==> src/rtl/osc_settle_pkg.sv <==
package osc_settle_pkg;

    localparam int NSRC   = 3;
    localparam int NCAUSE = 4;
    localparam int CODE_W = 4;
    localparam int DATA_W = 8;
    localparam int ADDR_W = 2;

    localparam int SRC_MAIN = 0;
    localparam int SRC_SUB  = 1;
    localparam int SRC_PLL  = 2;

    typedef enum logic [ADDR_W-1:0] {
        REG_LEN   = 2'd0,
        REG_PLEN  = 2'd1,
        REG_MASK  = 2'd2,
        REG_CAUSE = 2'd3
    } reg_addr_e;

endpackage

==> src/rtl/settle_chan.sv <==
module settle_chan #(
    parameter int BASE   = 5,
    parameter int CODE_W = 4
) (
    input  logic              clk,
    input  logic              rst_n,
    input  logic              en,
    input  logic              tick,
    input  logic              wake,
    input  logic              skip,
    input  logic [CODE_W-1:0] code,
    output logic              ready,
    output logic              done
);

    localparam int CNT_W = BASE + (1 << CODE_W) - 1;

    typedef struct packed {
        logic             run;
        logic             rdy;
        logic             en_prev;
        logic [CNT_W-1:0] cnt;
    } chan_st_t;

    chan_st_t st_d, st_q;
    logic [CNT_W:0] target;
    logic [CNT_W:0] cnt_inc;
    logic           hit;

    always_comb begin
        target  = (CNT_W+1)'(1) << (BASE + int'(code));
        cnt_inc = {1'b0, st_q.cnt} + (CNT_W+1)'(1);
        hit     = st_q.run && tick && (cnt_inc >= target);

        st_d         = st_q;
        st_d.en_prev = en;
        done         = 1'b0;

        if (!en) begin
            st_d.run = 1'b0;
            st_d.rdy = 1'b0;
            st_d.cnt = '0;
        end else if (skip) begin
            st_d.run = 1'b0;
            st_d.rdy = 1'b1;
            st_d.cnt = '0;
        end else if (!st_q.en_prev || wake) begin
            st_d.run = 1'b1;
            st_d.rdy = 1'b0;
            st_d.cnt = '0;
        end else if (st_q.run && tick) begin
            if (hit) begin
                st_d.run = 1'b0;
                st_d.rdy = 1'b1;
                st_d.cnt = '0;
                done     = 1'b1;
            end else begin
                st_d.cnt = cnt_inc[CNT_W-1:0];
            end
        end
    end

    always_ff @(posedge clk or negedge rst_n) begin
        if (!rst_n) begin
            st_q <= '0;
        end else begin
            st_q <= st_d;
        end
    end

    assign ready = st_q.rdy;

endmodule

==> src/rtl/settle_regs.sv <==
module settle_regs
    import osc_settle_pkg::*;
(
    input  logic              clk,
    input  logic              rst_n,
    input  logic              wr_en,
    input  logic [ADDR_W-1:0] wr_addr,
    input  logic [DATA_W-1:0] wr_data,
    input  logic [ADDR_W-1:0] rd_addr,
    input  logic [NCAUSE-1:0] evt,
    output logic [DATA_W-1:0] rd_data,
    output logic [CODE_W-1:0] main_code,
    output logic [CODE_W-1:0] sub_code,
    output logic [CODE_W-1:0] pll_code,
    output logic [NCAUSE-1:0] cause,
    output logic              irq
);

    typedef struct packed {
        logic [CODE_W-1:0] sub_len;
        logic [CODE_W-1:0] main_len;
        logic [CODE_W-1:0] pll_len;
        logic [NCAUSE-1:0] mask;
        logic [NCAUSE-1:0] cause;
    } regs_st_t;

    regs_st_t rg_d, rg_q;

    always_comb begin
        rg_d = rg_q;
        if (wr_en) begin
            case (reg_addr_e'(wr_addr))
                REG_LEN: begin
                    rg_d.main_len = wr_data[CODE_W-1:0];
                    rg_d.sub_len  = wr_data[2*CODE_W-1:CODE_W];
                end
                REG_PLEN:  rg_d.pll_len = wr_data[CODE_W-1:0];
                REG_MASK:  rg_d.mask    = wr_data[NCAUSE-1:0];
                REG_CAUSE: rg_d.cause   = rg_q.cause & ~wr_data[NCAUSE-1:0];
                default: ;
            endcase
        end
        rg_d.cause = rg_d.cause | evt;
    end

    always_ff @(posedge clk or negedge rst_n) begin
        if (!rst_n) begin
            rg_q <= '0;
        end else begin
            rg_q <= rg_d;
        end
    end

    always_comb begin
        case (reg_addr_e'(rd_addr))
            REG_LEN:   rd_data = DATA_W'({rg_q.sub_len, rg_q.main_len});
            REG_PLEN:  rd_data = DATA_W'(rg_q.pll_len);
            REG_MASK:  rd_data = DATA_W'(rg_q.mask);
            REG_CAUSE: rd_data = DATA_W'(rg_q.cause);
            default:   rd_data = '0;
        endcase
    end

    assign main_code = rg_q.main_len;
    assign sub_code  = rg_q.sub_len;
    assign pll_code  = rg_q.pll_len;
    assign cause     = rg_q.cause;
    assign irq       = |(rg_q.cause & rg_q.mask);

endmodule

==> src/rtl/osc_settle_ctrl.sv <==
module osc_settle_ctrl
    import osc_settle_pkg::*;
#(
    parameter int BASE = 5
) (
    input  logic              clk,
    input  logic              rst_n,
    input  logic              tick_hi,
    input  logic              tick_lo,
    input  logic [NSRC-1:0]   osc_en,
    input  logic              stop_wake,
    input  logic              soft_rst,
    input  logic              anomaly_evt,
    input  logic              wr_en,
    input  logic [ADDR_W-1:0] wr_addr,
    input  logic [DATA_W-1:0] wr_data,
    input  logic [ADDR_W-1:0] rd_addr,
    output logic [DATA_W-1:0] rd_data,
    output logic [NSRC-1:0]   ready,
    output logic              irq
);

    logic [NSRC-1:0]   done_w;
    logic [NCAUSE-1:0] cause_w;
    logic [CODE_W-1:0] main_code;
    logic [CODE_W-1:0] sub_code;
    logic [CODE_W-1:0] pll_code;

    for (genvar i = 0; i < NSRC; i++) begin : g_chan
        logic              tick_sel;
        logic [CODE_W-1:0] code_sel;
        if (i == SRC_SUB) begin : g_lo
            assign tick_sel = tick_lo;
            assign code_sel = sub_code;
        end else if (i == SRC_MAIN) begin : g_main
            assign tick_sel = tick_hi;
            assign code_sel = main_code;
        end else begin : g_pll
            assign tick_sel = tick_hi;
            assign code_sel = pll_code;
        end

        settle_chan #(
            .BASE   (BASE),
            .CODE_W (CODE_W)
        ) u_chan (
            .clk   (clk),
            .rst_n (rst_n),
            .en    (osc_en[i]),
            .tick  (tick_sel),
            .wake  (stop_wake),
            .skip  (soft_rst),
            .code  (code_sel),
            .ready (ready[i]),
            .done  (done_w[i])
        );
    end

    settle_regs u_regs (
        .clk       (clk),
        .rst_n     (rst_n),
        .wr_en     (wr_en),
        .wr_addr   (wr_addr),
        .wr_data   (wr_data),
        .rd_addr   (rd_addr),
        .evt       ({anomaly_evt, done_w}),
        .rd_data   (rd_data),
        .main_code (main_code),
        .sub_code  (sub_code),
        .pll_code  (pll_code),
        .cause     (cause_w),
        .irq       (irq)
    );

endmodule

==> config.mk <==
export PLATFORM = sky130hd
export DESIGN_NAME = osc_settle_ctrl
export DESIGN_NICKNAME = d
export VERILOG_FILES = /design/src/rtl/osc_settle_pkg.sv /design/src/rtl/settle_chan.sv /design/src/rtl/settle_regs.sv /design/src/rtl/osc_settle_ctrl.sv
export SDC_FILE = /design/constraint.sdc
export NUM_CORES = 1
export LEC_CHECK = 0
export ABC_CLOCK_PERIOD_IN_PS = 5000
export BUFFER_PORTS_ARGS = -buffer_cell sky130_fd_sc_hd__clkbuf_2
export CORE_UTILIZATION = 55
export DETAILED_ROUTE_END_ITERATION = 8
export GPL_TIMING_DRIVEN = 0
export PLACE_DENSITY = 0.77
export SETUP_SLACK_MARGIN = 0.4
export SYNTH_ARGS = -nofsm -noshare
export SYNTH_HDL_FRONTEND = slang
export SYNTH_SLANG_ARGS = --single-unit
==> constraint.sdc <==
create_clock -name clk -period 5 [get_ports clk]
set_clock_uncertainty 0.2 [all_clocks]
set_input_delay 0.25 -clock clk [delete_from_list [all_inputs] [get_ports clk]]
set_output_delay 0.25 -clock clk [all_outputs]
set_load 0.05 [all_outputs]
* After elaboration in Yosys (flattened, before gate mapping)
Cells that the tools add are included.
Operators by class: $lt $le $gt $ge 3, equal/unequal tests 12, mux-type cells 48, bitwise gates (word level) 4, add/sub/neg operators 6, reductions and logical operators 21, shift-type cells 3
Operator list (number):
- 20-bit two-way mux | 15
- 1-bit by 32-bit << shifter with 21-bit output, first input constant | 3
- 20-bit by 1-bit adder with 21-bit output, second input constant | 3
- 21-bit greater-or-equal comparator | 3
- 8-bit one-hot mux with 4 select lines | 1
- 2-bit two-way mux | 15
- 4-bit by 1-bit inequality test with 1-bit output, second input constant | 6
- 3-bit by 4-bit adder with 5-bit output, first input constant | 3
- 1-bit two-way mux | 15
- 2-bit AND reduction | 6
- 4-bit AND | 2
- 2-bit equality test, second input constant | 4
- 4-bit two-way mux | 2
- 1-bit logical AND | 6
- 2-bit by 1-bit equality test with 1-bit output, second input constant | 2
- 2-bit logical NOT | 2
- 4-bit NOT | 1
- 4-bit OR | 1
- 4-bit OR reduction | 1
- 1-bit logical NOT | 3
- 1-bit logical OR | 3
Word-level totals: word-level logic and storage cells 114, output and inout bits 12, register bits 89

* Longest topological paths before layout
depth in word-level cells 10, gate-level depth with buffers 15

* By module
A second synthesis with hierarchy kept.
Unflattened totals: cells, all modules 878, area total of the unflattened synthesis 7666.1 sq um
Modules (own cells, without submodules):
- settle_chan | instances 3, cells an instance 267, area each 2209.6 sq um, seq. area each 575.6 sq um
- settle_regs | instances 1, cells an instance 77, area each 1037.2 sq um, seq. area each 500.5 sq um

* Least setup slack after synthesis
No wires, ideal clock.
path type flip-flop to flip-flop, from register g_chan[2].u_chan.st_q[0] in the netlist's numbering, to register g_chan[2].u_chan.st_q[12] in the netlist's numbering, slack 1233 ps, arrival 3481 ps, buffers on the path 2, cell stages (with the launch flop) 16, cells stage by stage dfrtp_1 -> ha_1 -> and3_1 -> clkbuf_1 -> and3_1 -> and3_1 -> nand4_1 -> xnor2_1 -> ha_1 -> and3_1 -> a221o_1 -> a21o_1 -> a211oi_2 -> buf_2 -> a31oi_1 -> o22ai_1
On the way: word-level cells in the longest chain between the ends 8
Ends and longest elaborated chain:
- start: declaration | RTL line settle_chan.sv:25 | chan_st_t st_d, st_q;
- start signal: assignment | RTL line settle_chan.sv:67 | st_q <= st_d;
- 20-bit by 1-bit adder with 21-bit output * | RTL line settle_chan.sv:32 | cnt_inc = {1'b0, st_q.cnt} + (CNT_W+1)'(1);
- 21-bit greater-or-equal comparator | RTL line settle_chan.sv:33 | hit = st_q.run && tick && (cnt_inc >= target);
- 1-bit logical AND | RTL line settle_chan.sv:33
- 20-bit two-way mux * | RTL line settle_chan.sv:52 | if (hit) begin
- 20-bit two-way mux * | RTL line settle_chan.sv:51 | end else if (st_q.run && tick) begin
- 20-bit two-way mux * | RTL line settle_chan.sv:47 | end else if (!st_q.en_prev || wake) begin
- 20-bit two-way mux * | RTL line settle_chan.sv:43 | end else if (skip) begin
- 20-bit two-way mux * | RTL line settle_chan.sv:39 | if (!en) begin
Every way passes the cells marked *; elsewhere a longest branch is shown, timed or not. The select of a mux whose other input is x is not followed. A chain may end at the register's enable or synchronous reset.

* Final worst setup path
from register g_chan[1].u_chan.st_q[8] in the netlist's numbering, to register g_chan[1].u_chan.st_q[16] in the netlist's numbering
On the way: word-level cells in the longest chain between the ends 8
Ends and longest elaborated chain (RTL line):
- start: declaration | settle_chan.sv:25
- start signal: assignment | settle_chan.sv:67
- 20-bit by 1-bit adder with 21-bit output * | settle_chan.sv:32
- 21-bit greater-or-equal comparator | settle_chan.sv:33
- 1-bit logical AND | settle_chan.sv:33
- 20-bit two-way mux * | settle_chan.sv:52
- 20-bit two-way mux * | settle_chan.sv:51
- 20-bit two-way mux * | settle_chan.sv:47
- 20-bit two-way mux * | settle_chan.sv:43
- 20-bit two-way mux * | settle_chan.sv:39
Marks and branches as above.

==> flow_summary.toml <==
[floorplan]
dieArea_um2 = 12770
die_y_um = 113
ios = 35
start_util_pct = 56.42
fp-row-count = 40
die_x_um = 113
coreArea_um2 = 12010

[timing]
slew-limit-headroom_pct = 14.67
fin_hold_ws_ns = 0.009158
tightest_slew_ns = 1.277
fin_setup_tns_ns = 0
setup_viol = 0
period_needed_ns = 4.329
maxSlewViolCount = 0
max_freq_ghz = 0.2310
rsz0062_at_grt = "false"
final_hold_viol_count = 0
post-route-period-util_pct = 86.59

[worst_setup_path]
cp_max_fo = 10
critPathMaxStageDelay_ns = 0.51
crit_chain = "clkbuf_1 > and4_1 > nand4_1 > or3_1 > xnor2_1 > ha_1 > nand4_1 > nor3_1 > o211ai_1 > o221a_2 > and3_1 > clkbuf_1 > a22o_1"
crit_buf_inv = 2
cp_data_required_time_ns = 5.05
setup.worst_path.start_class = "flop"
slowest_stage = "or3_1"
crit_family = "simple AND/OR/NAND/NOR gates"
worst_setup_path_end_kind = "flop"
setup.worst_path.class = "flop to flop"
arrival_ns = 4.38

[synth]
synth-edff-count = 0
synth_most_common_cell = "nand2_1"
yosys_register_bits = 89
ys_warn_count = 0
syn_area_per_cell_um2 = 8.905
synth_top_area_share_pct = 32.87
synthCells = 761
synth_top_cell_by_area = "dfrtp_1"
ys_types = 67
synth_ff_type = "dfrtp_1"
synth_top_cells_by_count = "nand2_1 (100), dfrtp_1 (89), ha_1 (66)"
ys_seq_area_share_pct = 32.87
async_flop_share_pct = 100.0
ys_top_cells_by_area = "dfrtp_1 (33%), ha_1 (12%), nand2_1 (5.5%)"
synth_area_um2 = 6776

[global_route]
grt_pass1_vias = 5870
track_usage_pct = 27.26
grt_antenna_before_repair = 0
grt-ovfl-total = 0
grt_pass1_wl_mm = 27.63
grt_max_degree = 54

[clock_network]
cts_tree = "yes"
cts_buffers = 9
clk_path_buf_depth = 2
cts-htree-levels = 3
clkSinkCount = 89
insertion_delay_ns = 0.36
root_buffer = "clkbuf_16"
path_clk_slew_ns = 0.07
postCtsSetupBuffers = 0

[power]
powerDensity_nw_per_um2 = 250.7
vdd_drop_max_uv = 155.7
p_leak_nw = 3.464

[job]
maxCapViolations = 0

[cells_and_area]
num_antenna_cells = 0
layout.nets = 918
areaGrowthSynthToFinish_pct = 13.02
drive_gt1_share_pct = 11.15

[drt]
drtPass1Iterations = 5
ant_nets = 0
wl_mm = 16.49
drt_iter0_markers = 335
wl_per_cell_um = 16.81
vias = 6044
viasPerCell = 6.161
drc = 0

[placement]
hpwl_mm = 12.38
gp_congestion = 0.8797
portBuffers = 32

[min_path]
hp-class = "input pin to flop"

[outcome]
status = "completed"
[cell type report]
class	count	area [um^2]
Multi-Input combinational cell	623	4339
Timing Repair Buffer	44	300.3
Clock buffer	12	246.5
Clock inverter	4	76.32
Fill cell	998	4353
Buffer	44	217.7
Tap cell	147	183.9
Inverter	18	67.56
Sequential cell	89	2227
[cell families after synthesis]
group           Yosys count  synth area share, %
flops                    89                32.87
compound gates          145                15.32
buf+inv                  62                4.136
other cells               2               0.1108
fa+ha+maj                66                12.19
xor+xnor                 47                6.075
simple gates            325                24.54
mux                      25                4.764
[path summary, 6_finish.rpt]
check	from	end	slack [ns]	depth (start not counted)
min in group asynchronous	rst_n	g_chan[0].u_chan.st_q[3]	0.25	2
max	g_chan[1].u_chan.st_q[8]	g_chan[1].u_chan.st_q[16]	0.67	13
max reg2reg	g_chan[1].u_chan.st_q[8]	g_chan[1].u_chan.st_q[16]	0.67	13
min reg2reg	g_chan[2].u_chan.ready	g_chan[2].u_chan.ready	0.31	1
max in group asynchronous	rst_n	g_chan[1].u_chan.st_q[5]	3.68	3
min	wr_data[3]	u_regs.main_code[3]	0.009	2
[sequential cells by signal (all words and copies together), names as in the netlist]
signal,flops
g_chan.u_chan.st_q,66
u_regs.cause,4
u_regs.main_code,4
u_regs.pll_code,4
u_regs.rg_q,4
u_regs.sub_code,4
g_chan.u_chan.ready,3
[repair_timing]
item,CTS,global route
gates resized for setup,0,7
endpoints found under the hold margin,51,0
hold buffers,11,0
endpoints found under the setup margin,0,27
[worst reg2reg max path, stage by stage (launching register included)]
cell and delay (ns):
dfrtp_1 0.32, clkbuf_1 0.30, and4_1 0.33, nand4_1 0.31
or3_1 0.51, xnor2_1 0.17, ha_1 0.30, nand4_1 0.13
nor3_1 0.39, o211ai_1 0.18, o221a_2 0.32, and3_1 0.21
clkbuf_1 0.28, a22o_1 0.28
[per-layer routing]
metal	global-route usage, %	vias up	routed length (um)
met5	0	-	0
met4	11.32	0	319
met3	4.499	25	745
met2	46.99	154	8194
met1	33.98	2948	7226
li1	-	2917	-
[where the power goes]
| group | switching (W) | internal (W) | leakage, nW |
|---|---|---|---|
| Sequential | 0.0000120 | 0.000749 | 1.19 |
| Combinational | 0.000264 | 0.000143 | 2.12 |
| Clock | 0.000299 | 0.000453 | 0.153 |
[cell usage in the layout, fill, tap and decap left out, types with 11 or more instances in the layout]
cell type	instances
ha_1	66
a31oi_1	14
a21oi_1	27
o21ai_0	15
xor2_1	14
clkbuf_2	31
nor2_1	43
inv_1	18
clkbuf_1	35
nor2b_1	20
mux2_2	18
a22o_1	27
dfrtp_1	89
and4_1	11
xnor2_1	33
and3_1	17
nand3_1	54
nand4_1	25
conb_1	15
dlygate4sd3_1	11
nand2_1	100
[per-stage QoR]
stage          cells  cell area, um^2  total power, W  utilization (%)  worst slack [ns]
6_report         981             7659        0.001920            63.76            0.6707
5_1_grt          981             7659        0.001998            63.76            0.4174
4_1_cts          981             7632        0.001924            63.54            0.6141
3_5_place_dp     954             7199        0.001168            59.94            0.6211
3_3_place_gp     953             7169        0.001144            59.69            0.7389
2_1_floorplan    774             6825        0.001054                -             1.233
No activity file was read; power rests on OpenSTA's default activity.
